**src/rtl/alsu_pkg.sv**
```systemverilog
package alsu_pkg;

    typedef enum logic [1:0] {
        UNIT_ARITH = 2'b00,
        UNIT_LOGIC = 2'b01,
        UNIT_SHR   = 2'b10,
        UNIT_SHL   = 2'b11
    } unit_e;

    typedef enum logic [1:0] {
        BT_ZERO = 2'b00,
        BT_B    = 2'b01,
        BT_NOTB = 2'b10,
        BT_ONES = 2'b11
    } bterm_e;

    typedef enum logic [1:0] {
        LG_AND  = 2'b00,
        LG_OR   = 2'b01,
        LG_XOR  = 2'b10,
        LG_NOTA = 2'b11
    } logic_op_e;

    typedef struct packed {
        logic sum;
        logic cout;
    } arith_bit_t;

endpackage

```
**src/rtl/alsu_arith_bit.sv**
```systemverilog
module alsu_arith_bit
    import alsu_pkg::*;
(
    input  logic       a,
    input  logic       b,
    input  logic [1:0] mode,
    input  logic       cin,
    output logic       sum,
    output logic       cout
);
    logic       bterm_d;
    arith_bit_t res_d;

    // Operand-B conditioning selects the addend for this slice.
    always_comb begin
        unique case (bterm_e'(mode))
            BT_ZERO: bterm_d = 1'b0;
            BT_B:    bterm_d = b;
            BT_NOTB: bterm_d = ~b;
            default: bterm_d = 1'b1;
        endcase
    end

    // One full-adder cell.
    always_comb begin
        res_d.sum  = a ^ bterm_d ^ cin;
        res_d.cout = (a & bterm_d) | (cin & (a ^ bterm_d));
    end

    assign sum  = res_d.sum;
    assign cout = res_d.cout;
endmodule

```
**src/rtl/alsu_logic_bit.sv**
```systemverilog
module alsu_logic_bit
    import alsu_pkg::*;
(
    input  logic       a,
    input  logic       b,
    input  logic [1:0] mode,
    output logic       y
);
    logic y_d;

    always_comb begin
        unique case (logic_op_e'(mode))
            LG_AND:  y_d = a & b;
            LG_OR:   y_d = a | b;
            LG_XOR:  y_d = a ^ b;
            default: y_d = ~a;
        endcase
    end

    assign y = y_d;
endmodule

```
**src/rtl/alsu_out_mux.sv**
```systemverilog
module alsu_out_mux
    import alsu_pkg::*;
(
    input  logic [1:0] unit,
    input  logic       arith_in,
    input  logic       logic_in,
    input  logic       shr_in,
    input  logic       shl_in,
    output logic       f
);
    logic f_d;

    always_comb begin
        unique case (unit_e'(unit))
            UNIT_ARITH: f_d = arith_in;
            UNIT_LOGIC: f_d = logic_in;
            UNIT_SHR:   f_d = shr_in;
            default:    f_d = shl_in;
        endcase
    end

    assign f = f_d;
endmodule

```
**src/rtl/shift_alu.sv**
```systemverilog
module shift_alu
    import alsu_pkg::*;
#(
    parameter int W = 8
) (
    input  logic [W-1:0] opa,
    input  logic [W-1:0] opb,
    input  logic [3:0]   sel,
    input  logic         carry_in,
    output logic [W-1:0] result,
    output logic         carry_out
);
    localparam int MSB = W - 1;

    logic [W:0]   carry_chain;
    logic [W-1:0] arith_d;
    logic [W-1:0] logic_d;
    logic [1:0]   unit_sel;
    logic [1:0]   op_sel;

    assign unit_sel       = sel[3:2];
    assign op_sel         = sel[1:0];
    assign carry_chain[0] = carry_in;

    for (genvar i = 0; i < W; i++) begin : g_slice
        logic shr_src;
        logic shl_src;

        if (i == MSB) begin : g_top_fill
            assign shr_src = 1'b0;
        end else begin : g_top_nbr
            assign shr_src = opa[i+1];
        end

        if (i == 0) begin : g_bot_fill
            assign shl_src = 1'b0;
        end else begin : g_bot_nbr
            assign shl_src = opa[i-1];
        end

        alsu_arith_bit u_arith (
            .a    (opa[i]),
            .b    (opb[i]),
            .mode (op_sel),
            .cin  (carry_chain[i]),
            .sum  (arith_d[i]),
            .cout (carry_chain[i+1])
        );

        alsu_logic_bit u_logic (
            .a    (opa[i]),
            .b    (opb[i]),
            .mode (op_sel),
            .y    (logic_d[i])
        );

        alsu_out_mux u_mux (
            .unit     (unit_sel),
            .arith_in (arith_d[i]),
            .logic_in (logic_d[i]),
            .shr_in   (shr_src),
            .shl_in   (shl_src),
            .f        (result[i])
        );
    end

    assign carry_out = carry_chain[W] & (unit_e'(unit_sel) == UNIT_ARITH);

    // Guards on the assembled word, checked against whole-word arithmetic.
    always_comb begin
        if (unit_e'(unit_sel) == UNIT_SHR) begin
            p_shr_fill_r7: assert (result[MSB] == 1'b0 && result[MSB-1:0] == opa[MSB:1])
                else $error("shift right word mismatch");
        end
        if (unit_e'(unit_sel) == UNIT_SHL) begin
            p_shl_fill_r8: assert (result[0] == 1'b0 && result[MSB:1] == opa[MSB-1:0])
                else $error("shift left word mismatch");
        end
        if (unit_e'(unit_sel) != UNIT_ARITH) begin
            p_cout_quiet_r9: assert (carry_out == 1'b0)
                else $error("carry out raised outside arithmetic");
        end
        if (sel == 4'b0001) begin
            p_add_word_r3: assert ({carry_out, result} ==
                                   ({1'b0, opa} + {1'b0, opb} + {{W{1'b0}}, carry_in}))
                else $error("addition word mismatch");
        end
        if (sel == 4'b0011 && carry_in) begin
            p_transfer_r5: assert (result == opa && carry_out)
                else $error("transfer through all-ones addend mismatch");
        end
        if (sel == 4'b0100) begin
            p_and_word_r6: assert (result == (opa & opb))
                else $error("AND word mismatch");
        end
    end
endmodule

```
**config.mk**
```make
export PLATFORM = sky130hd
export DESIGN_NAME = shift_alu
export DESIGN_NICKNAME = d
export VERILOG_FILES = /design/src/rtl/alsu_pkg.sv /design/src/rtl/alsu_arith_bit.sv /design/src/rtl/alsu_logic_bit.sv /design/src/rtl/alsu_out_mux.sv /design/src/rtl/shift_alu.sv
export SDC_FILE = /design/constraint.sdc
export NUM_CORES = 1
export LEC_CHECK = 0
export ABC_AREA = 1
export BUFFER_PORTS_ARGS = -buffer_cell sky130_fd_sc_hd__buf_4
export CELL_PAD_IN_SITES_DETAIL_PLACEMENT = 1
export CELL_PAD_IN_SITES_GLOBAL_PLACEMENT = 2
export CORE_UTILIZATION = 29
export DETAILED_ROUTE_END_ITERATION = 12
export GPL_TIMING_DRIVEN = 1
export PLACE_DENSITY = 0.9
export SLEW_MARGIN = 5
export SYNTH_ARGS = -nofsm -noshare
export SYNTH_HDL_FRONTEND = slang
export SYNTH_HIERARCHICAL = 1
export SYNTH_SLANG_ARGS = --single-unit
```
**constraint.sdc**
```tcl
create_clock -name vclk -period 6.3
set_input_delay 0.315 -clock vclk [all_inputs]
set_output_delay 0.315 -clock vclk [all_outputs]
set_load 0.02 [all_outputs]
```
======== After elaboration in Yosys (flattened, before gate mapping) ========
Index checks and enable logic that the tools add are counted.
Widths: inputs -> output; s select.
word-level totals
  latch bits .............................. 0
  flip-flop bits (word level) ............. 0
  memory bits (writable) .................. 0
  input port bits ......................... 21
  ROM bits ................................ 0
  memories kept ........................... 0
  output and inout bits ................... 9
  word-level logic and storage cells ...... 111
cells by class
  magnitude comparators ................... 0
  add/subtract/negate cells ............... 0
  shift operators ......................... 0
  multipliers ............................. 0
  bitwise gates (word level) .............. 81
  div/mod/pow operators ................... 0
  muxes and demuxes ....................... 24
  reduce and logical (&&, ||, !) cells .... 2
  equality and inequality tests ........... 4
operator list
  cell                count
  $pmux 1 s3          24
  $and 1x1->1         25
  $xor 1x1->1         24
  $not 1->1           16
  $or 1x1->1          16
  $eq 2x1->1 const B  2
  $eq 2x2->1 const B  2
  $logic_not 2->1     2

======== Longest topological paths before layout ========
Gate-level depths: netlist of the first run.
  word-level depth ........................ 20
  gate-level depth with buffers ........... 15
  depth with buffers taken out ............ 15

======== By module ========
The synthesis of the first run kept the hierarchy.
by module, submodules not included
  module          times used  cells an instance  area an instance (um^2)  sequential area each (um^2)
  alsu_logic_bit  8           15                 76.3                     0.0
  alsu_out_mux    8           13                 51.3                     0.0
  alsu_arith_bit  8           5                  35.0                     0.0
  shift_alu       1           4                  17.5                     0.0

======== Worst setup path before layout of the first run ========
OpenSTA, ideal clock, no wires.
  kind .................................... input -> output
  start point ............................. in opb[0]
  end point ............................... out result[7]
  arrival ................................. 4.136 ns
  path slack .............................. 1.849 ns
  buffers on the path ..................... 0
  required time ........................... 5.985 ns
  stages .................................. 15
  path through ............................ inv_1 nand2_1 nand2_1 fa_1 fa_1 fa_1 fa_1 fa_1 fa_1 fa_1 fa_1 inv_2 nand2_1 nand3_1 nand2_1
on the way
  word-level cells in the longest chain between the ends .. 19
  elaborated cells on any way between the ends .. 20
  those cells by class .................... 2 x mux; 18 x bitwise
RTL lines
  item                line                  RTL
  start: declaration  shift_alu.sv:7        input logic [W-1:0] opb,
  $not 1->1           alsu_arith_bit.sv:19  BT_NOTB: bterm_d = ~b;
  $pmux 1 s3 *        alsu_arith_bit.sv:16  unique case (bterm_e'(mode))
  $xor 1x1->1         alsu_arith_bit.sv:27  res_d.cout = (a & bterm_d) | (cin & (a ^ bterm_d));
  $and 1x1->1         alsu_arith_bit.sv:27
  $or 1x1->1 *        alsu_arith_bit.sv:27
  net carry_chain[1]  shift_alu.sv:15       logic [W:0] carry_chain;
  $and 1x1->1 *       alsu_arith_bit.sv:27
  $or 1x1->1 *        alsu_arith_bit.sv:27
  net carry_chain[2]  shift_alu.sv:15
  [... 2 more ...]    -
  net carry_chain[3]  shift_alu.sv:15
  [... 2 more ...]    -
  net carry_chain[4]  shift_alu.sv:15
  [... 2 more ...]    -
  net carry_chain[5]  shift_alu.sv:15
  [... 1 more ...]    -
  $or 1x1->1 *        alsu_arith_bit.sv:27
  net carry_chain[6]  shift_alu.sv:15
  $and 1x1->1 *       alsu_arith_bit.sv:27
  $or 1x1->1 *        alsu_arith_bit.sv:27
  net carry_chain[7]  shift_alu.sv:15
  $xor 1x1->1 *       alsu_arith_bit.sv:26  res_d.sum = a ^ bterm_d ^ cin;
  net arith_d[7]      shift_alu.sv:16       logic [W-1:0] arith_d;
  $pmux 1 s3 *        alsu_out_mux.sv:14    unique case (unit_e'(unit))
  end: declaration    shift_alu.sv:10       output logic [W-1:0] result,
The timed path passes the listed nets; every way through them passes the cells marked *.

======== Worst setup path after layout of the first run ========
  start point ............................. in sel[0]
  end point ............................... out result[7]
on the way
  word-level cells in the longest chain between the ends .. 19
  elaborated cells on any way between the ends .. 43
  those cells by class .................... 2 x eq/ne; 10 x mux; 30 x bitwise; 1 x reduce/logical
RTL lines
  item                                      line                  RTL
  start: declaration                        shift_alu.sv:8        input logic [3:0] sel,
  $eq 2x2->1, or another cell as far along  alsu_arith_bit.sv:16
  $pmux 1 s3 *                              alsu_arith_bit.sv:16
  $xor 1x1->1                               alsu_arith_bit.sv:27
  $and 1x1->1                               alsu_arith_bit.sv:27
  $or 1x1->1 *                              alsu_arith_bit.sv:27
  net carry_chain[1]                        shift_alu.sv:15
  $and 1x1->1 *                             alsu_arith_bit.sv:27
  $or 1x1->1 *                              alsu_arith_bit.sv:27
  net carry_chain[2]                        shift_alu.sv:15
  [... 2 more ...]                          -
  net carry_chain[3]                        shift_alu.sv:15
  [... 2 more ...]                          -
  net carry_chain[4]                        shift_alu.sv:15
  [... 2 more ...]                          -
  net carry_chain[5]                        shift_alu.sv:15
  [... 1 more ...]                          -
  $or 1x1->1 *                              alsu_arith_bit.sv:27
  net carry_chain[6]                        shift_alu.sv:15
  $and 1x1->1 *                             alsu_arith_bit.sv:27
  $or 1x1->1 *                              alsu_arith_bit.sv:27
  net carry_chain[7]                        shift_alu.sv:15
  $xor 1x1->1 *                             alsu_arith_bit.sv:26
  net arith_d[7]                            shift_alu.sv:16
  $pmux 1 s3 *                              alsu_out_mux.sv:14
Marks and branches as above.

==> results of run 1 <==
per-layer routing:
metal	vias up	part of all wire, %	GRT usage, %
met3	0	2.6	0.291
li1	798	-	-
met1	657	52	20.9
met5	-	0	0
met4	0	0	0
met2	21	46	25.6
worst paths after layout:
| kind | startpoint | endpoint | slack, ns | cells past startpoint |
|---|---|---|---|---|
| setup / recovery | sel[0] | result[7] | 1.49 | 16 |
| hold / removal | sel[3] | carry_out | 1.05 | 3 |
power by group:
group | internal, uW | leakage [uW] | switching (uW) | total (uW)
sequential | 0 | 0 | 0 | 0
clock | 0 | 0 | 0 | 0
combinational | 51.0 | 0.00117 | 73.2 | 124
total | 51.0 | 0.00117 | 73.2 | 124
cells in the mapped netlist (all sizes together):
library cell	count	share of area, %
nor2	1	0.47
fa	8	12
inv	97	28
nand3	32	12
clkinv	8	2.3
conb	1	0.28
ha	16	15
nand2	105	30
cell type report:
type	count	area [sq um]
Fill cell	663	2740
Inverter	105	394
Multi-Input combinational cell	164	928
Tap cell	52	65.1
Timing Repair Buffer	30	225
worst max-delay path: stages:
cell and delay, ns:
buf_4 0.21, nand2_1 0.09, nand2_1 0.06, fa_1 0.38
fa_1 0.42, fa_1 0.42, fa_1 0.42, fa_1 0.42
fa_1 0.43, fa_1 0.43, fa_1 0.53, inv_2 0.03
nand2_1 0.05, nand3_1 0.06, nand2_1 0.07, buf_4 0.13
kinds of logic (layout without fill, tap and decap cells):
kind of cell / after synthesis / after routing / synth area share, %
other: 1 / 2 / 0.284
adder cells (fa/ha/maj): 24 / 24 / 27.3
AND/OR/NAND/NOR: 138 / 138 / 42.5
buffers and inverters: 105 / 135 / 29.9
stage by stage:
step                instances  cell area, sq um  power, uW
global route              351              1610        146
detailed placement        351              1610        127
floorplan                 269              1320       76.8
finish                    351              1610        124
CTS                       351              1610        128
global placement          351              1610        126
==> impl_metrics.yaml, run 1 <==
layout:
  layout_common_cells: "nand2_1, inv_1, nand3_1"
  syn2layout_area_growth_pct: 22.3
  fin_util_pct: 37.0
  n_antenna_cell: 0
  nClkBuffers: 0
  layout-drive-gt1-share_pct: 15.7
  seq_cells: 0
  final-seq-area_sq_um: 0
  final_nets: 346
  final_common_cell: "nand2_1"
timing:
  holdWs_ns: 1.05
  rsz0062_at_grt: "false"
  finalWorstPathRequiredPeriod_ns: 4.81
  max_freq_mhz: 208
  fin_crit_sh_pct: 76.3
  drv_slew: 0
  setup_violations: 0
  hold_viol: 0
  tns_ns: 0
  finalWorstSetupSlack_ns: 1.49
place:
  hpwl_um: 2620
  io_buffers: 30
  gp_congestion: 0.723
  dpl_worst_slack_ns: 1.45
worst_setup_path:
  crit_path_end_kind: "primary output"
  worstPathRequired_ns: 5.98
  critPathMaxFanout: 32
  critPathKind: "input port to primary output"
  crit_arrival_ns: 4.49
  cp-start-kind: "input port"
drt:
  ant_nets: 0
  routed_wirelength_um: 3200
  drc: 0
  num_vias: 1476
  via_per_inst: 4.21
  drtPass1Iterations: 3
  drt_iter0_drc: 17
  wl_per_cell_um: 9.12
global_route:
  grt_start_max_net_pins: 33
  antenna_found_initial: 0
  overflow: 0
  grt_pass1_vias: 1407
  grt_first_pass_wirelength_um: 6040
  grtUsageTotal_pct: 14.5
synthesis:
  syn_inst: 268
  ys_seq_area_share_pct: 0
  avgSynthCellArea_sq_um: 4.92
  ys_types: 9
  yosys_warnings: 6
  netlist_area_sq_mm: 0.00132
clocking:
  post_cts_buffers: 0
  cts_hold_buf: 0
  cts.repair.resized: 0
floorplanning:
  initial_utilization_pct: 30.3
  die_w_um: 69.4
  die_area_sq_mm: 0.00482
  die_h_um: 69.4
  rows: 24
  coreArea_sq_mm: 0.00435
  io_pins: 30
run:
  maxCapViolCount: 0
pwr:
  power_leakage_uw: 0.00117
  ir_worst_vdd_mv: 0.0292
  power.density_mw_per_mm2: 77.0
run_status:
  status: "complete, no violations"
min_path:
  hp-class: "input port to primary output"
(Power assumes the default switching activity.)
==> inputs of run 2 (changes only) <==
--- a/config.mk
+++ b/config.mk
@@ -9,10 +9,10 @@
 export BUFFER_PORTS_ARGS = -buffer_cell sky130_fd_sc_hd__buf_4
 export CELL_PAD_IN_SITES_DETAIL_PLACEMENT = 1
 export CELL_PAD_IN_SITES_GLOBAL_PLACEMENT = 2
-export CORE_UTILIZATION = 29
+export CORE_UTILIZATION = 24
 export DETAILED_ROUTE_END_ITERATION = 12
 export GPL_TIMING_DRIVEN = 1
-export PLACE_DENSITY = 0.9
+export PLACE_DENSITY = 0.79
 export SLEW_MARGIN = 5
 export SYNTH_ARGS = -nofsm -noshare
 export SYNTH_HDL_FRONTEND = slang
==> constraint.sdc (replaced) <==
create_clock -name vclk -period 3.9
set_input_delay 0.195 -clock vclk [all_inputs]
set_output_delay 0.195 -clock vclk [all_outputs]
set_load 0.02 [all_outputs]
==> run 2 against run 1 <==
Sequential share of layout area unchanged. Count of clock-buffer cells in the layout unchanged. Core utilization is 3.7 points lower. Critical path type unchanged. Largest cell class unchanged.
==> impl_metrics.yaml, run 2 (synthesis results as in run 1) <==
timing:
  holdWs_ns: 0.803
  hold_viol: 0
  fin_crit_sh_pct: 99.2
  tns_ns: 0
  finalWorstPathRequiredPeriod_ns: 3.87
  rsz0062_at_grt: "true"
  max_freq_mhz: 259
  setup_violations: 0
  drv_slew: 0
place:
  io_buffers: 30
  placement.cell_area_sq_mm: 0.00170
  gp_congestion: 0.660
  hpwl_um: 2790
global_route:
  grtUsageMet2_pct: 23.4
  antenna_found_initial: 0
  use_met3_pct: 0.240
  grt_use_met1_pct: 15.6
  overflow: 0
  grt_start_max_net_pins: 31
  grtUsageTotal_pct: 12.0
  grt_pass1_vias: 1439
  grt_busiest_layer: "met2"
  grt_first_pass_wirelength_um: 5980
pwr:
  ir_worst_vdd_mv: 0.0440
  power_leakage_uw: 0.00120
  power.density_mw_per_mm2: 123
  p_total_uw: 214
worst_setup_path:
  critPathMaxFanout: 3
  critPathKind: "input port to primary output"
  crit_arrival_ns: 3.67
  worstPathRequired_ns: 3.70
  crit_path_end_kind: "primary output"
  cp-start-kind: "input port"
floorplanning:
  die_h_um: 76.1
  die_w_um: 76.1
  io_pins: 30
  rows: 26
  coreArea_sq_mm: 0.00520
  die_area_sq_mm: 0.00580
  initial_utilization_pct: 25.3
layout:
  syn2layout_area_growth_pct: 31.7
  nClkBuffers: 0
  fin_util_pct: 33.4
  layout-drive-gt1-share_pct: 22.0
  seq_cells: 0
  fin_area_sq_mm: 0.00174
  final_nets: 352
  layout_common_cells: "nand2_1, inv_1, buf_4"
  n_antenna_cell: 0
  final-seq-area_sq_um: 0
  final_common_cell: "nand2_1"
drt:
  wl_per_cell_um: 9.08
  via_per_inst: 3.98
  routed_wirelength_um: 3410
  drtPass1Iterations: 4
  drc: 0
  ant_nets: 0
  num_vias: 1493
  drt_iter0_drc: 26
run_status:
  status: "complete, no violations"
clocking:
  cts_hold_buf: 0
  post_cts_buffers: 0
min_path:
  hp-class: "input port to primary output"
run:
  maxCapViolCount: 0
## run 2: changes by cell type in the layout (fill, tap and decap cells not counted), moves of 2 or more
cell,before,now
buf_4,30,32
buf_6,0,3
fa_1,8,1
fa_2,0,7
nand2_1,105,100
nand2_2,0,5
## run 2: where the power goes
group	total [uW]	internal (uW)	switching, uW
clock network	0	0	0
registers	0	0	0
logic	214	91.7	123
## run 2: cell type report
cell class	instances	area [sq um]
fillers	746	3470
inverters	105	397
multi-input cells	164	963
well taps	70	87.6
repair buffers	36	289
## run 2: metal layers
layer  routed length (um)  vias to the layer above
li1                     -                      810
met2                 1620                       21
met3                   90                        0
met4                    0                        0
met1                 1690                      662
met5                    0                        -
## run 2: path summary, 6_finish.rpt
kind	startpoint	to	slack, ns	cells past startpoint
max	opb[0]	result[7]	0.03	17
min	sel[3]	carry_out	0.80	3
## run 2: stage by stage
step | setup slack, ns | cells
after floorplan | 0.0228 | 269
after global placement | -0.238 | 375
after detailed placement | -0.280 | 375
after CTS | 0.00232 | 375
after global routing | -0.0835 | 375
final | 0.0319 | 375
## run 2: critical path, stage by stage
cell and delay (ns):
buf_8 0.08, inv_4 0.03, nand2_2 0.05, nand2_2 0.06, fa_2 0.35, fa_2 0.35
fa_2 0.35, fa_2 0.34, fa_2 0.34, fa_2 0.35, fa_2 0.36, fa_1 0.50
inv_2 0.04, nand2_2 0.06, nand3_2 0.06, nand2_2 0.06, buf_6 0.11
## run 2: repair_timing
action	CTS	global route
gates resized for setup	10	3
pin swaps	11	0
endpoints found under the hold margin	0	0
setup endpoints to repair	2	1
